File: config.mk
export PLATFORM = sky130hd
export DESIGN_NAME = fracn_fb_divider
export DESIGN_NICKNAME = d
export VERILOG_FILES = /design/src/rtl/fracn_pkg.sv /design/src/rtl/fracn_prescaler.sv /design/src/rtl/fracn_blk_ctr.sv /design/src/rtl/fracn_accum.sv /design/src/rtl/fracn_fb_divider.sv
export SDC_FILE = /design/constraint.sdc
export NUM_CORES = 1
export LEC_CHECK = 0
export ABC_AREA = 0
export BUFFER_PORTS_ARGS = -buffer_cell sky130_fd_sc_hd__buf_2
export CORE_MARGIN = 1
export CORE_UTILIZATION = 45
export CTS_BUF_LIST = sky130_fd_sc_hd__clkbuf_8
export DETAILED_ROUTE_END_ITERATION = 7
export PLACE_DENSITY_LB_ADDON = 0.08
export RECOVER_POWER = 100
export SLEW_MARGIN = 20
export SYNTH_ARGS = -nofsm -noshare
export SYNTH_HDL_FRONTEND = slang
export SYNTH_HIERARCHICAL = 1
export SYNTH_SLANG_ARGS = --single-unit
File: constraint.sdc
create_clock -name clk -period 3.4 [get_ports clk]
set_input_delay 0.68 -clock clk [delete_from_list [all_inputs] [get_ports clk]]
set_output_delay 0.68 -clock clk [all_outputs]
set_load 0.01 [all_outputs]
File: src/rtl/fracn_pkg.sv
package fracn_pkg;

    typedef enum logic [1:0] {
        ST_OFF     = 2'd0,
        ST_SWALLOW = 2'd1,
        ST_MAIN    = 2'd2,
        ST_EXTRA   = 2'd3
    } div_state_e;

endpackage

File: src/rtl/fracn_prescaler.sv
module fracn_prescaler #(
    parameter int P_LO = 16,
    parameter int P_HI = 32,
    localparam int CW  = $clog2(P_HI + 2)
) (
    input  logic clk,
    input  logic clr,
    input  logic en,
    input  logic wide,
    input  logic swallow,
    output logic tc
);

    logic [CW-1:0] cnt_q;
    logic [CW-1:0] last_v;

    // cycle-level model of the dual-modulus divider: length P or P+1
    always_comb begin
        last_v = wide ? CW'(P_HI) : CW'(P_LO);
        if (!swallow) begin
            last_v = last_v - CW'(1);
        end
        tc = en && (cnt_q == last_v);
    end

    always_ff @(posedge clk) begin
        if (clr) begin
            cnt_q <= '0;
        end else if (en) begin
            cnt_q <= tc ? '0 : cnt_q + CW'(1);
        end
    end

endmodule

File: src/rtl/fracn_blk_ctr.sv
module fracn_blk_ctr #(
    parameter int BW = 10
) (
    input  logic          clk,
    input  logic          clr,
    input  logic          adv,
    input  logic          wrap,
    output logic [BW-1:0] cnt_q
);

    always_ff @(posedge clk) begin
        if (clr) begin
            cnt_q <= '0;
        end else if (adv) begin
            cnt_q <= wrap ? '0 : cnt_q + BW'(1);
        end
    end

endmodule

File: src/rtl/fracn_accum.sv
module fracn_accum #(
    parameter int FW  = 4,
    localparam int SW = FW + 1
) (
    input  logic          clk,
    input  logic          clr,
    input  logic          step,
    input  logic [FW-1:0] num,
    input  logic          mod16,
    output logic          carry_q
);

    logic [FW-1:0] acc_q;
    logic [SW-1:0] sum_v;
    logic [SW-1:0] mod_v;
    logic          carry_v;

    always_comb begin
        sum_v   = {1'b0, acc_q} + {1'b0, num};
        mod_v   = mod16 ? SW'(2 ** FW) : SW'(2 ** FW - 1);
        carry_v = (sum_v >= mod_v);
    end

    always_ff @(posedge clk) begin
        if (clr) begin
            acc_q   <= '0;
            carry_q <= 1'b0;
        end else if (step) begin
            acc_q   <= carry_v ? FW'(sum_v - mod_v) : FW'(sum_v);
            carry_q <= carry_v;
        end
    end

endmodule

File: src/rtl/fracn_fb_divider.sv
module fracn_fb_divider
    import fracn_pkg::*;
#(
    parameter int A_W  = 5,
    parameter int B_W  = 10,
    parameter int F_W  = 4,
    parameter int P_LO = 16,
    parameter int P_HI = 32
) (
    input  logic           clk,
    input  logic           rst,
    input  logic           pwr_dn,
    input  logic           psc_wide,
    input  logic [A_W-1:0] swallow_a,
    input  logic [B_W-1:0] main_b,
    input  logic [F_W-1:0] frac_num,
    input  logic           frac_mod16,
    output logic           fb_pulse
);

    div_state_e     state_q, state_n;
    logic           hold;
    logic           pre_tc;
    logic [B_W-1:0] blk_cnt;
    logic           carry_q;
    logic [A_W-1:0] sh_a;
    logic [B_W-1:0] sh_b;
    logic           sh_wide;
    logic           swallow_last;
    logic           blk_last;
    logic           main_end;
    logic           end_div;
    logic           load;
    div_state_e     entry_st;

    assign hold = rst | pwr_dn;

    fracn_prescaler #(.P_LO(P_LO), .P_HI(P_HI)) u_presc (
        .clk     (clk),
        .clr     (hold),
        .en      ((state_q == ST_SWALLOW) || (state_q == ST_MAIN)),
        .wide    (sh_wide),
        .swallow (state_q == ST_SWALLOW),
        .tc      (pre_tc)
    );

    fracn_blk_ctr #(.BW(B_W)) u_blk (
        .clk   (clk),
        .clr   (hold),
        .adv   (pre_tc),
        .wrap  (blk_last),
        .cnt_q (blk_cnt)
    );

    fracn_accum #(.FW(F_W)) u_acc (
        .clk     (clk),
        .clr     (hold),
        .step    (load),
        .num     (frac_num),
        .mod16   (frac_mod16),
        .carry_q (carry_q)
    );

    always_comb begin
        swallow_last = (blk_cnt == (B_W'(sh_a) - B_W'(1)));
        blk_last     = (blk_cnt == (sh_b - B_W'(1)));
        main_end     = (state_q == ST_MAIN) && pre_tc && blk_last;
        end_div      = (main_end && !carry_q) || (state_q == ST_EXTRA);
        load         = !hold && ((state_q == ST_OFF) || end_div);
        entry_st     = (swallow_a != '0) ? ST_SWALLOW : ST_MAIN;
    end

    // next-state logic
    always_comb begin
        state_n = state_q;
        unique case (state_q)
            ST_OFF:     state_n = entry_st;
            ST_SWALLOW: if (pre_tc && swallow_last) state_n = ST_MAIN;
            ST_MAIN: begin
                if (main_end) begin
                    state_n = carry_q ? ST_EXTRA : entry_st;
                end
            end
            ST_EXTRA:   state_n = entry_st;
            default:    state_n = ST_OFF;
        endcase
        if (hold) begin
            state_n = ST_OFF;
        end
    end

    // state register
    always_ff @(posedge clk) begin
        state_q <= state_n;
    end

    // shadow copy of the integer setting, refreshed only at a boundary
    always_ff @(posedge clk) begin
        if (rst) begin
            sh_a    <= '0;
            sh_b    <= '0;
            sh_wide <= 1'b0;
        end else if (load) begin
            sh_a    <= swallow_a;
            sh_b    <= main_b;
            sh_wide <= psc_wide;
        end
    end

    // output register
    always_ff @(posedge clk) begin
        if (hold) begin
            fb_pulse <= 1'b0;
        end else begin
            fb_pulse <= end_div;
        end
    end

endmodule

# Word-level counts from Yosys, hierarchy flattened
# Index checks and enable logic that the tools add are counted.
# classes
add_sub_neg,7
multipliers,0
n_div,0
n_lt_le_gt_ge,1
n_eq_ne,8
n_shift,0
muxes,11
bitwise_logic,1
n_reduce_logical,15
# op_table
cell,count
$eq A10 B10 Y1,2
$mux W6,3
$add A10 B1 Y10 const B,1
$mux W10,1
$sub A10 B1 Y10 const B,1
$mux W2,4
$add A6 B1 Y6 const B,1
$eq A6 B6 Y1,1
$logic_and A1 B1 Y1,6
$pmux W2 S3,1
$sub A5 B1 Y6 const B,1
$sub A6 B1 Y6 const B,1
$add A4 B4 Y5,1
$ge A5 B5 Y1,1
$mux W5,1
$reduce_bool A5 Y1,1
$eq A2 B2 Y1 const B,2
$mux W4,1
$ne A2 B2 Y1 const B,2
$sub A4 B4 Y4,1
$logic_or A1 B1 Y1,3
$eq A2 B1 Y1 const B,1
$logic_not A1 Y1,2
$logic_not A2 Y1,1
3 further kinds,3
# totals
ff_bits,40
latch_bits,0
ramBits,0
romBits,0
in_bits,24
out_inout_bits,1
word_cells,52
n_memories,0

# Longest topological paths before layout
# Gate-level depths: netlist (run 1).
# depth
depth_word,11
mapped_depth,13

# Hierarchy
# The synthesis (run 1) kept the hierarchy.
# by_module_without_submodules
mod,instances,cells_per_inst,area_each_um2,seq_area_each_um2
fracn_fb_divider,1,196,1650.3,380.4
fracn_accum,1,62,549.3,100.1
fracn_blk_ctr,1,51,462.9,200.2
fracn_prescaler,1,35,331.6,120.1

# Worst setup path after synthesis (run 1)
# No wires, ideal clock.
# synth_path
path_type,register -> register
startpoint,register sh_b[0]
endpoint,register u_acc.acc_q[1]
t_arrival_ns,2.937
setup_slack_ns,0.346
path_stages_with_launch,12
n_path_buf,1
synth_period_minus_slack_ns,3.054
cell_sequence,dfxtp_1 -> inv_1 -> ha_1 -> or4b_4 -> or4_1 -> and4_4 -> a22oi_4 -> nand4b_1 -> a21oi_1 -> buf_1 -> nor3b_1 -> a41o_1
# synth_between
elab_chain_len,7
# synth_lines
item,line,source
"start, declared",fracn_fb_divider.sv:27,logic [B_W-1:0] sh_b;
"start signal, assigned",fracn_fb_divider.sv:105,sh_b <= main_b;
$sub A10 B1 Y10,fracn_fb_divider.sv:66,blk_last = (blk_cnt == (sh_b - B_W'(1)));
$eq A10 B10 Y1,fracn_fb_divider.sv:66,
$logic_and A1 B1 Y1,fracn_fb_divider.sv:67,main_end = (state_q == ST_MAIN) && pre_tc && blk_last;
$logic_and A1 B1 Y1,fracn_fb_divider.sv:68,end_div = (main_end && !carry_q) || (state_q == ST_EXTRA);
$logic_or A1 B1 Y1,fracn_fb_divider.sv:68,
$logic_or A1 B1 Y1,fracn_fb_divider.sv:69,load = !hold && ((state_q == ST_OFF) || end_div);
$logic_and A1 B1 Y1,fracn_fb_divider.sv:69,
named net load,fracn_fb_divider.sv:33,logic load;
"end signal, assigned",fracn_accum.sv:29,acc_q <= carry_v ? FW'(sum_v - mod_v) : FW'(sum_v);
"end, declared",fracn_accum.sv:13,logic [FW-1:0] acc_q;
# The timed path passes the listed nets, and every way through them passes these cells.
# A chain may end at the register's enable or synchronous reset.

# Worst setup path after layout (run 1)
# Ends and elaborated chain as after synthesis.

==> results of run 1 <==
worst max-delay path, delay by kind of cell (launching register included):
kind            cells  cell delay, ps
simple gates        5            1470
compound gates      3             610
buf+inv             2             270
flops               1             390
fa+ha+maj           1             260
per-layer routing:
metal	vias to the layer above	track usage [%]	share of wire [%]	wire length [µm]
li1	1308	-	-	-
met1	1191	26.0	50	3280
met2	34	32.4	46	3030
met3	8	3.36	2.4	160
met4	0	5.55	0.99	65
met5	-	0	0	0
cells in the final DEF (no fill, tap or decap), types with 3 or more instances in the layout:
cell / n
sky130_fd_sc_hd__nor3_1: 12
sky130_fd_sc_hd__mux2i_1: 17
sky130_fd_sc_hd__inv_1: 15
sky130_fd_sc_hd__buf_4: 3
sky130_fd_sc_hd__clkbuf_8: 7
sky130_fd_sc_hd__xnor2_1: 12
sky130_fd_sc_hd__dfxtp_1: 40
sky130_fd_sc_hd__nor4_1: 4
sky130_fd_sc_hd__nand2b_1: 35
sky130_fd_sc_hd__o21ai_0: 9
sky130_fd_sc_hd__o31ai_1: 6
sky130_fd_sc_hd__or3b_2: 3
sky130_fd_sc_hd__nand2_1: 14
sky130_fd_sc_hd__nand3_1: 15
sky130_fd_sc_hd__buf_2: 23
sky130_fd_sc_hd__or4_1: 9
sky130_fd_sc_hd__nand4_1: 11
sky130_fd_sc_hd__ha_1: 18
sky130_fd_sc_hd__or3_1: 3
sky130_fd_sc_hd__xor2_1: 12
sky130_fd_sc_hd__a311oi_1: 4
sky130_fd_sc_hd__o211ai_1: 3
sky130_fd_sc_hd__a21o_1: 3
sky130_fd_sc_hd__a21oi_1: 17
sky130_fd_sc_hd__nor2_1: 16
registers in the layout (all words and copies together), names as in the netlist:
register,flops
u_blk/cnt_q,10
u_acc/carry_q,1
u_acc/acc_q,4
fb_pulse,1
sh_a,5
sh_wide,1
u_presc/cnt_q,6
sh_b,10
state_q,2
layout make-up:
cell class	count	area (µm²)
flip-flops and latches	40	801
repair buffers	27	141
well taps	77	96.3
inverters	15	56.3
fillers	622	3130
multi-input cells	275	2030
clock inverters	1	30.0
clock buffers	7	96.3
cells by family after synthesis:
group,count (synthesis)
XOR/XNOR,24
buffers and inverters,29
AO/OA/AOI/OAI,69
multiplexers,17
flip-flops,40
AND/OR/NAND/NOR,145
adder cells (fa/ha/maj),20
worst paths after layout:
check	slack [ps]	cells past startpoint	startpoint	endpoint
max	290	11	sh_b[0]	u_acc/acc_q[1]
min	500	2	u_acc/acc_q[2]	u_acc/acc_q[2]
max reg2reg	290	11	sh_b[0]	u_acc/acc_q[1]
min reg2reg	500	2	u_acc/acc_q[2]	u_acc/acc_q[2]
per-stage QoR:
| step | setup WS (ps) | area [µm²] |
|---|---|---|
| 6_report | 285 | 3250 |
| 5_1_grt | 82.3 | 3250 |
| 4_1_cts | 338 | 3290 |
| 3_5_place_dp | 225 | 3160 |
| 3_3_place_gp | 249 | 3160 |
| 2_1_floorplan | 346 | 2990 |
power by group:
part,internal [mW],switching (mW)
clock network,0.259,0.178
logic,0.134,0.150
registers,0.488,0.0300
==> impl_metrics.py, run 1 <==
metrics = {
    "floorplanning": {
        "die_area_um2": 6980,
        "die_width_um": 83.6,
        "core.rowCount": 29,
        "num_ports": 25,
        "core_area_um2": 6390,
        "dieHeight_um": 83.6,
        "start_util_pct": 46.9,
    },
    "yosys": {
        "synth.distinct_cells": 65,
        "largest_family_of_logic_cells_by_synthesized_area": "simple AND/OR/NAND/NOR gates",
        "synthesis.area_per_instance_um2": 8.70,
        "yosysSeqAreaShare_pct": 26.7,
        "adder_cell_area_share_of_the_yosys_netlist_pct": 8.86,
        "post_synth_mux_area_share_pct": 5.68,
        "synth_top_area_share_pct": 26.7,
        "syn_nets": 388,
        "async_flop_share_pct": 0,
        "simple_gate_area_share_of_the_yosys_netlist_pct": 29.5,
        "ranking_of_synthesized_cells_by_instance_count": "sky130_fd_sc_hd__dfxtp_1, sky130_fd_sc_hd__nand2b_1, sky130_fd_sc_hd__ha_1, sky130_fd_sc_hd__mux2i_1",
        "synth_compound_gate_area_share_pct": 17.8,
        "yosys_most_used_dff": "sky130_fd_sc_hd__dfxtp_1",
        "synth_top_area_cell": "sky130_fd_sc_hd__dfxtp_1",
        "synth_warnings": 6,
        "synthTopCellsByArea": "sky130_fd_sc_hd__dfxtp_1, sky130_fd_sc_hd__ha_1, sky130_fd_sc_hd__nand2b_1, sky130_fd_sc_hd__mux2i_1, sky130_fd_sc_hd__xnor2_1",
        "postSynthRegisterBits": 40,
        "syn-instance-count": 344,
        "synth-edff-count": 0,
        "synthXorXnorAreaFrac_pct": 7.02,
        "synth.most_common_cell": "sky130_fd_sc_hd__dfxtp_1",
        "synthesis.area_um2": 2990,
    },
    "detailed_routing": {
        "detailed_route_wire_length_mm": 6.53,
        "vias": 2541,
        "firstDrtPassIters": 4,
        "drt.antenna.violating_nets": 0,
        "routed_wire_length_per_instance_um": 14.8,
        "drc": 0,
        "via_per_inst": 5.75,
        "drt-initial-drc-count": 92,
    },
    "timing": {
        "finalWorstPathRequiredPeriod_ps": 3110,
        "setup-tns-final_ps": 0,
        "skew_final_ps": 7.00,
        "timing_worst_slew_pin_value_ps": 704,
        "slew_headroom_pct": 52.8,
        "setup_viol": 0,
        "timing.final.hold_violations": 0,
        "fin_hold_ws_ps": 498,
        "finalCritPeriodShare_pct": 91.6,
        "timing.fmax_ghz": 0.321,
        "slew_viol_final": 0,
        "grt_setup_unrepaired": "no",
    },
    "clocking": {
        "cts_hold_buffers": 0,
        "cts.sinks": 40,
        "clk_transition_reported_paths_ps": 80,
        "clkLatencyLatePin_ps": 300,
        "cts_root_buf": "sky130_fd_sc_hd__clkbuf_8",
        "max-clock-path-buffers": 2,
        "cts_setup_buffers": 0,
        "cts_made_buffers": 5,
        "cts_tree": "built",
        "postCtsResizedCells": 0,
        "cts-htree-levels": 2,
    },
    "layout": {
        "insertedDiodeCount": 0,
        "layout-drive-gt1-share_pct": 14.8,
        "final_cells": 442,
        "finish.net_count": 408,
        "syn2layout_area_growth_pct": 8.65,
        "final_util_pct": 50.9,
    },
    "power": {
        "power.leakage_nw": 1.26,
        "vdd.ir_drop.worst_mv": 0.207,
        "power.density_nw_per_um2": 381,
        "post-layout-total-power_mw": 1.24,
    },
    "critical_path": {
        "worst-setup-path-type": "reg -> reg",
        "path_cells": "inv_1 -> ha_1 -> or4b_1 -> or4_1 -> and4_1 -> a22oi_4 -> nand4b_1 -> a21oi_1 -> buf_4 -> nor3b_1 -> a41o_1",
        "end_kind": "flip-flop",
        "worst_path_max_delay_cell": "sky130_fd_sc_hd__or4b_1",
        "critPathLaunchType": "flip-flop",
        "critical_path_peak_fanout": 10,
        "required_ps": 3590,
        "cp_slowest_stage_delay_ps": 500,
        "worstPathArrival_ps": 3310,
    },
    "placed_design": {
        "dp_hpwl_mm": 4.67,
        "buffer_ports.inserted": 24,
        "place_inst": 434,
        "gp_routability_congestion": 0.823,
    },
    "run": {
        "drv_cap": 0,
    },
    "grt": {
        "grt_antenna_before_repair": 0,
        "wire_length_of_the_first_global_routing_pass_mm": 11.2,
        "largest_net_degree_at_the_start_of_global_routing": 34,
        "gr-usage-all-layers_pct": 19.5,
        "globalRoute.totalOverflow": 0,
        "vias_in_the_first_global_route": 2395,
    },
    "run_status": {
        "outcome": "finished, final reports clean",
    },
    "min_path": {
        "min_path_type": "reg -> reg",
    },
}
Note: power is estimated with default switching activity, not from simulation.
==> run 2: changes to the inputs <==
Settings changed: ABC_AREA 0 to 1, SLEW_MARGIN 20 to default.
==> run 2 against run 1 <==
Power down 0.21%. Clock power down 33%. Sequential power up 0.8%. Sequential share of layout area down 0.35 points. Maximum frequency up 8.8%. Combinational power up 48%. Register-to-register slack better by 250 ps. Cell count up 31%. Worst setup slack better by 250 ps. Clock skew down 3.4 ps. Worst hold slack worse by 8.1 ps. Critical endpoint is now u_acc/acc_q[0]. Largest power group unchanged. Highest routed layer unchanged.
==> impl_metrics.py, run 2 <==
metrics = {
    "placed_design": {
        "buffer_ports.inserted": 24,
        "gp_routability_congestion": 0.916,
        "dp_hpwl_mm": 5.16,
    },
    "power": {
        "pwr-share-seq_pct": 42.2,
        "intPower_uw": 791,
        "net-switching-power_uw": 445,
        "power.switching_fraction_pct": 36.0,
        "clkPwrFrac_pct": 23.8,
        "pwr-share-comb_pct": 34.0,
        "vdd.ir_drop.worst_mv": 0.197,
        "power.density_nw_per_um2": 375,
        "post-layout-total-power_mw": 1.24,
        "power.leakage_nw": 1.62,
    },
    "layout": {
        "insertedDiodeCount": 0,
        "layout.cells.most_common": "sky130_fd_sc_hd__nand2_1",
        "layout-drive-gt1-share_pct": 13.1,
        "finish.net_count": 547,
        "layout_top_registers": "sh_b: 10 flops, u_blk/cnt_q: 10 flops, u_presc/cnt_q: 6 flops",
        "mostFrequentLayoutCells": "sky130_fd_sc_hd__nand2_1, sky130_fd_sc_hd__inv_1, sky130_fd_sc_hd__nor2_1, sky130_fd_sc_hd__nand3_1, sky130_fd_sc_hd__dfxtp_1",
        "syn2layout_area_growth_pct": 5.82,
    },
    "detailed_routing": {
        "drt.antenna.violating_nets": 0,
        "vias": 2853,
        "drc": 0,
        "routed_wire_length_per_instance_um": 11.1,
        "drt-initial-drc-count": 126,
        "detailed_route_wire_length_mm": 6.41,
        "firstDrtPassIters": 4,
        "via_per_inst": 4.92,
    },
    "yosys": {
        "synthTopCellsByArea": "sky130_fd_sc_hd__dfxtp_1, sky130_fd_sc_hd__nand2_1, sky130_fd_sc_hd__inv_1, sky130_fd_sc_hd__nand3_1, sky130_fd_sc_hd__ha_1",
        "yosys_most_used_dff": "sky130_fd_sc_hd__dfxtp_1",
        "synthesis.area_per_instance_um2": 6.51,
        "synth_top_area_share_pct": 25.7,
        "synth_warnings": 6,
        "synthesis.area_um2": 3120,
        "synth.distinct_cells": 40,
        "yosysSeqAreaShare_pct": 25.7,
        "postSynthRegisterBits": 40,
        "syn-instance-count": 479,
        "synth-edff-count": 0,
        "synth_top_area_cell": "sky130_fd_sc_hd__dfxtp_1",
        "async_flop_share_pct": 0,
        "synth.most_common_cell": "sky130_fd_sc_hd__nand2_1",
        "ranking_of_synthesized_cells_by_instance_count": "sky130_fd_sc_hd__nand2_1, sky130_fd_sc_hd__inv_1, sky130_fd_sc_hd__nor2_1, sky130_fd_sc_hd__nand3_1, sky130_fd_sc_hd__dfxtp_1",
        "syn_nets": 523,
    },
    "timing": {
        "slew_headroom_pct": 49.1,
        "finalWorstPathRequiredPeriod_ps": 2860,
        "setup-tns-final_ps": 0,
        "grt_setup_unrepaired": "no",
        "finalCritPeriodShare_pct": 84.2,
        "timing_worst_slew_pin_value_ps": 759,
        "timing.fmax_ghz": 0.349,
        "timing.final.hold_violations": 0,
        "skew_final_ps": 3.65,
        "setup_viol": 0,
        "slew_viol_final": 0,
    },
    "floorplanning": {
        "dieHeight_um": 85.2,
        "core_area_um2": 6530,
        "die_area_um2": 7270,
        "num_ports": 25,
        "start_util_pct": 47.7,
        "die_width_um": 85.2,
        "core.rowCount": 29,
    },
    "clocking": {
        "cts-htree-levels": 2,
        "postCtsResizedCells": 0,
        "clk_transition_reported_paths_ps": 70,
        "clkLatencyLatePin_ps": 280,
        "max-clock-path-buffers": 2,
        "cts_setup_buffers": 0,
        "cts_hold_buffers": 0,
        "cts_tree": "built",
        "cts_root_buf": "sky130_fd_sc_hd__clkbuf_8",
        "cts.sinks": 40,
        "cts_made_buffers": 5,
    },
    "min_path": {
        "hold_start": "sh_a[1]",
        "min_path_type": "reg -> reg",
        "hold_depth": 2,
        "timing.hold.worst_endpoint": "sh_a[1]",
    },
    "critical_path": {
        "worstReg2RegEnd": "u_acc/acc_q[0]",
        "critPathLaunchType": "flip-flop",
        "end_kind": "flip-flop",
        "worstPathArrival_ps": 3100,
        "worst-setup-path-type": "reg -> reg",
        "r2r_setup_slk_ps": 540,
        "setup.worst_path.start": "state_q[1]",
        "worst_r2r_path_depth": 17,
        "required_ps": 3630,
        "critical_path_peak_fanout": 10,
        "worstReg2RegStart": "state_q[1]",
    },
    "run_status": {
        "outcome": "finished, final reports clean",
    },
    "grt": {
        "grt_antenna_before_repair": 0,
        "wire_length_of_the_first_global_routing_pass_mm": 11.6,
        "globalRoute.totalOverflow": 0,
        "largest_net_degree_at_the_start_of_global_routing": 35,
        "gr-usage-all-layers_pct": 19.5,
        "vias_in_the_first_global_route": 2640,
    },
    "run": {
        "drv_cap": 0,
    },
}
[run 2: cell count changes after synthesis, sizes merged, moves of 6 or more]
cell,change
nor2,+53
a21oi,+15
nand3,+39
xor2,-6
or4,-10
nor3,-8
o31ai,-6
nand2b,-35
mux2i,-17
nand2,+113
inv,+67
clkbuf,-8
[run 2: logic make-up (layout without fill, tap and decap cells)]
kind of cell,after synthesis,count (layout),share of synthesized area [%]
compound gates,43,43,7.91
buf+inv,91,115,12.1
simple gates,269,269,41.3
fa+ha+maj,20,20,8.51
xor+xnor,16,16,4.49
flops,40,40,25.7
[run 2: layer usage]
metal	up-vias	global-route usage, %	part of all wire (%)
li1	1553	-	-
met1	1265	26.7	52
met2	31	32.4	45
met3	4	2.72	2.1
met4	0	4.62	0.80
met5	-	0	0
[run 2: worst max-delay path by stage]
stage                                 to  depth (start not counted)
final                     u_acc/acc_q[0]                         17
after global routing      u_acc/acc_q[3]                         16
after CTS                 u_acc/acc_q[2]                         17
after detailed placement  u_acc/acc_q[2]                         16
after global placement    u_acc/acc_q[1]                         16
after floorplan           u_acc/acc_q[3]                         12
[run 2: through the flow]
stage          area, µm²  setup WS, ps  util, %  cells  hold slack [ps]
6_report            3300           537     50.5    580              490
5_1_grt             3300           202     50.5    580              522
4_1_cts             3360           533     51.4    580              493
3_5_place_dp        3280           557     50.2    573              473
3_3_place_gp        3280           594     50.2    573              467
2_1_floorplan       3120           969        -    479              452
[run 2: power by group through the flow]
stage               combinational [mW]  sequential [mW]  clock (mW)
CTS                              0.430            0.522       0.309
floorplan                        0.369            0.526           0
global route                     0.488            0.526       0.327
finish                           0.421            0.522       0.294
global placement                 0.421            0.533           0
detailed placement               0.430            0.533           0
[run 2: cell type report]
type                       instances  area (µm²)
clock buffer                       5        68.8
sequential                        40         801
inverter                          83         312
tap                               77        96.3
timing repair buffer              25         126
multi-input combinational        348        1890
fill                             692        3230
clock inverter                     2        8.76
[run 2: worst max-delay path, stage by stage, from the launching register on]
cell                      delay [ps]
sky130_fd_sc_hd__dfxtp_1         370
sky130_fd_sc_hd__inv_1            70
sky130_fd_sc_hd__ha_1            250
sky130_fd_sc_hd__ha_1            320
sky130_fd_sc_hd__inv_1            40
sky130_fd_sc_hd__nand2_1          50
sky130_fd_sc_hd__nand2_1          50
sky130_fd_sc_hd__nor2_1           90
sky130_fd_sc_hd__nand2_1         110
sky130_fd_sc_hd__inv_1           240
sky130_fd_sc_hd__nand2_1          90
sky130_fd_sc_hd__inv_1            70
sky130_fd_sc_hd__nand3_1         130
sky130_fd_sc_hd__a31oi_1         590
sky130_fd_sc_hd__nor2_1          110
sky130_fd_sc_hd__nor2_1          110
sky130_fd_sc_hd__nand2_1          70
sky130_fd_sc_hd__inv_1            50
==> run 3: changes to the inputs <==
Settings changed: ABC_AREA 1 to 0.
Clock period 3.4 ns to 2.45 ns, I/O delays scaled along.
==> run 3 against run 2 <==
The run now ends with setup timing left. Core utilization rose by 9.0 points. Power grew 48%. Maximum frequency grew 7.7%. Count of clock-buffer cells in the layout is the same. Cell count fell by 14%. Sequential share of layout area shrank 3.1 points. Global-route usage grew 2.4 points. Worst setup slack worse by 740 ps. Critical path depth is 8 lower. Die area down 3.9%. Non-clock buffer count up 57.
==> impl_metrics.py, run 3 (synthesis results as in run 1) <==
metrics = {
    "clocking": {
        "max-clock-path-buffers": 2,
        "clk_transition_reported_paths_ps": 90,
        "clkLatencyLatePin_ps": 300,
        "cts_tree": "built",
        "cts.sinks": 40,
        "cts_root_buf": "sky130_fd_sc_hd__clkbuf_8",
        "cts-htree-levels": 2,
        "cts_made_buffers": 5,
    },
    "grt": {
        "vias_in_the_first_global_route": 2643,
        "gr-usage-all-layers_pct": 21.9,
        "largest_net_degree_at_the_start_of_global_routing": 33,
        "grt_antenna_before_repair": 0,
        "globalRoute.totalOverflow": 0,
        "wire_length_of_the_first_global_routing_pass_mm": 12.4,
    },
    "floorplanning": {
        "dieHeight_um": 83.6,
        "core_area_um2": 6390,
        "die_width_um": 83.6,
        "core.rowCount": 29,
        "die_area_um2": 6980,
        "num_ports": 25,
        "start_util_pct": 46.9,
    },
    "detailed_routing": {
        "vias": 2762,
        "routed_wire_length_per_instance_um": 14.9,
        "detailed_route_wire_length_mm": 7.41,
        "via_per_inst": 5.56,
        "drt.antenna.violating_nets": 0,
        "firstDrtPassIters": 6,
        "drc": 0,
        "drt-initial-drc-count": 153,
    },
    "run": {
        "drv_cap": 0,
    },
    "layout": {
        "finish.net_count": 463,
        "layout-drive-gt1-share_pct": 31.4,
        "insertedDiodeCount": 0,
        "syn2layout_area_growth_pct": 27.0,
        "total_non_filler_cell_area_in_the_finished_layout_um2": 3800,
        "final_util_pct": 59.5,
        "layout_top_registers": "sh_b: 10 flops, u_blk/cnt_q: 10 flops, u_presc/cnt_q: 6 flops",
        "fill_cells": 606,
        "layout.cells.most_common": "sky130_fd_sc_hd__buf_4",
        "mostFrequentLayoutCells": "sky130_fd_sc_hd__buf_4, sky130_fd_sc_hd__dfxtp_1, sky130_fd_sc_hd__nand2b_1, sky130_fd_sc_hd__buf_2, sky130_fd_sc_hd__mux2i_1",
    },
    "timing": {
        "slew_headroom_pct": 65.8,
        "grt_setup_unrepaired": "yes",
        "timing.fmax_ghz": 0.376,
        "finalCritPeriodShare_pct": 108,
        "setup-tns-final_ps": -2160,
        "setup_viol": 22,
        "finalWorstPathRequiredPeriod_ps": 2660,
        "skew_final_ps": 13.7,
        "timing_worst_slew_pin_value_ps": 513,
        "timing.final.hold_violations": 0,
        "postLayoutSetupSlackWorst_ps": -208,
        "slew_viol_final": 0,
    },
    "placed_design": {
        "buffer_ports.inserted": 24,
        "gp_routability_congestion": 0.854,
        "postPlaceCellArea_um2": 3620,
        "dp_hpwl_mm": 5.49,
    },
    "critical_path": {
        "worstPathArrival_ps": 2870,
        "r2r_setup_slk_ps": -210,
        "crit_path_end": "u_acc/acc_q[2]",
        "path_buf_inv": 1,
        "worst-setup-path-type": "reg -> reg",
        "required_ps": 2660,
        "worstReg2RegStart": "sh_b[3]",
        "worst_r2r_path_depth": 9,
        "critical_path_cell_count": 9,
        "critPathLaunchType": "flip-flop",
        "path_cells": "or4_4 -> nor4_1 -> a311oi_2 -> a211oi_2 -> nand4b_1 -> a21oi_2 -> buf_6 -> nor2_1 -> a311oi_1",
        "setup.worst_path.start": "sh_b[3]",
        "end_kind": "flip-flop",
        "worst_path_max_delay_cell": "sky130_fd_sc_hd__or4_4",
        "critical-path-top-delay-family": "simple AND/OR/NAND/NOR gates",
        "worstReg2RegEnd": "u_acc/acc_q[2]",
        "critical_path_peak_fanout": 5,
        "cp_slowest_stage_delay_ps": 560,
    },
    "power": {
        "pwr-share-seq_pct": 38.7,
        "post-layout-total-power_mw": 1.83,
        "power.switching_fraction_pct": 30.2,
        "power.density_nw_per_um2": 480,
        "power.leakage_nw": 1.56,
        "intPower_mw": 1.27,
        "vdd.ir_drop.worst_mv": 0.262,
        "clkPwrFrac_pct": 31.0,
        "net-switching-power_uw": 552,
        "pwr-share-comb_pct": 30.3,
    },
    "run_status": {
        "outcome": "finished with violations",
        "violations_in_the_final_reports": "setup timing",
    },
    "min_path": {
        "min_path_type": "in -> reg",
    },
}
-- run 3: changes by cell type in the layout (fill, tap and decap cells not counted), sizes merged, moves of 6 or more --
cell / change
xor2: +6
inv: -67
a21oi: -15
nand2: -113
mux2i: +17
o31ai: +6
nor2: -53
nand2b: +35
nand3: -39
or4: +10
nor3: +8
buf: +56
-- run 3: routing by layer --
layer / vias to the layer above / track usage (%) / part of all wire, %
li1: 1421 / - / -
met1: 1284 / 26.6 / 46
met2: 43 / 39.9 / 50
met3: 14 / 2.87 / 2.3
met4: 0 / 6.47 / 2.0
met5: - / 0 / 0
-- run 3: area by class of cell --
cell class	instances	area, µm²	share of cell area (%)
well taps	77	96.3	2.53
repair buffers	82	589	15.5
flip-flops and latches	40	805	21.2
clock inverters	3	46.3	1.22
multi-input cells	275	2140	56.3
clock buffers	5	68.8	1.81
inverters	15	56.3	1.48
-- run 3: worst min path at each step --
stage / from / to / slack, ps / depth (start not counted)
finish: main_b[0] / sh_b[0] / 430 / 3
global route: main_b[1] / sh_b[1] / 440 / 3
CTS: main_b[1] / sh_b[1] / 420 / 3
detailed placement: sh_b[9] / sh_b[9] / 510 / 2
global placement: sh_b[9] / sh_b[9] / 500 / 2
floorplan: sh_b[9] / sh_b[9] / 460 / 2
-- run 3: per-stage QoR --
step           instances  setup slack [ps]  hold slack, ps
6_report             497              -208             426
5_1_grt              497              -426             437
4_1_cts              497              -196             421
3_5_place_dp         485              -362             507
3_3_place_gp         485              -336             503
2_1_floorplan        344              -199             464
-- run 3: worst register-to-register path, stage by stage, from the launching register on --
cell	delay, ps
sky130_fd_sc_hd__dfxtp_1	360
sky130_fd_sc_hd__or4_4	560
sky130_fd_sc_hd__nor4_1	430
sky130_fd_sc_hd__a311oi_2	130
sky130_fd_sc_hd__a211oi_2	290
sky130_fd_sc_hd__nand4b_1	180
sky130_fd_sc_hd__a21oi_2	190
sky130_fd_sc_hd__buf_6	140
sky130_fd_sc_hd__nor2_1	50
sky130_fd_sc_hd__a311oi_1	220
-- run 3: what timing repair did --
item / CTS / global route
hold buffers: 0 / 0
endpoints found under the setup margin: 21 / 33
buffers inserted: 2 / 0
pin swaps: 8 / 1
cloned: 2 / 0
gates resized for setup: 10 / 5
-- run 3: power groups by stage --
stage | Sequential, mW | Combinational (mW) | Clock (mW)
after floorplan | 0.715 | 0.342 | 0
after global placement | 0.722 | 0.517 | 0
after detailed placement | 0.722 | 0.527 | 0
after CTS | 0.708 | 0.554 | 0.586
after global routing | 0.710 | 0.611 | 0.609
final | 0.706 | 0.554 | 0.567
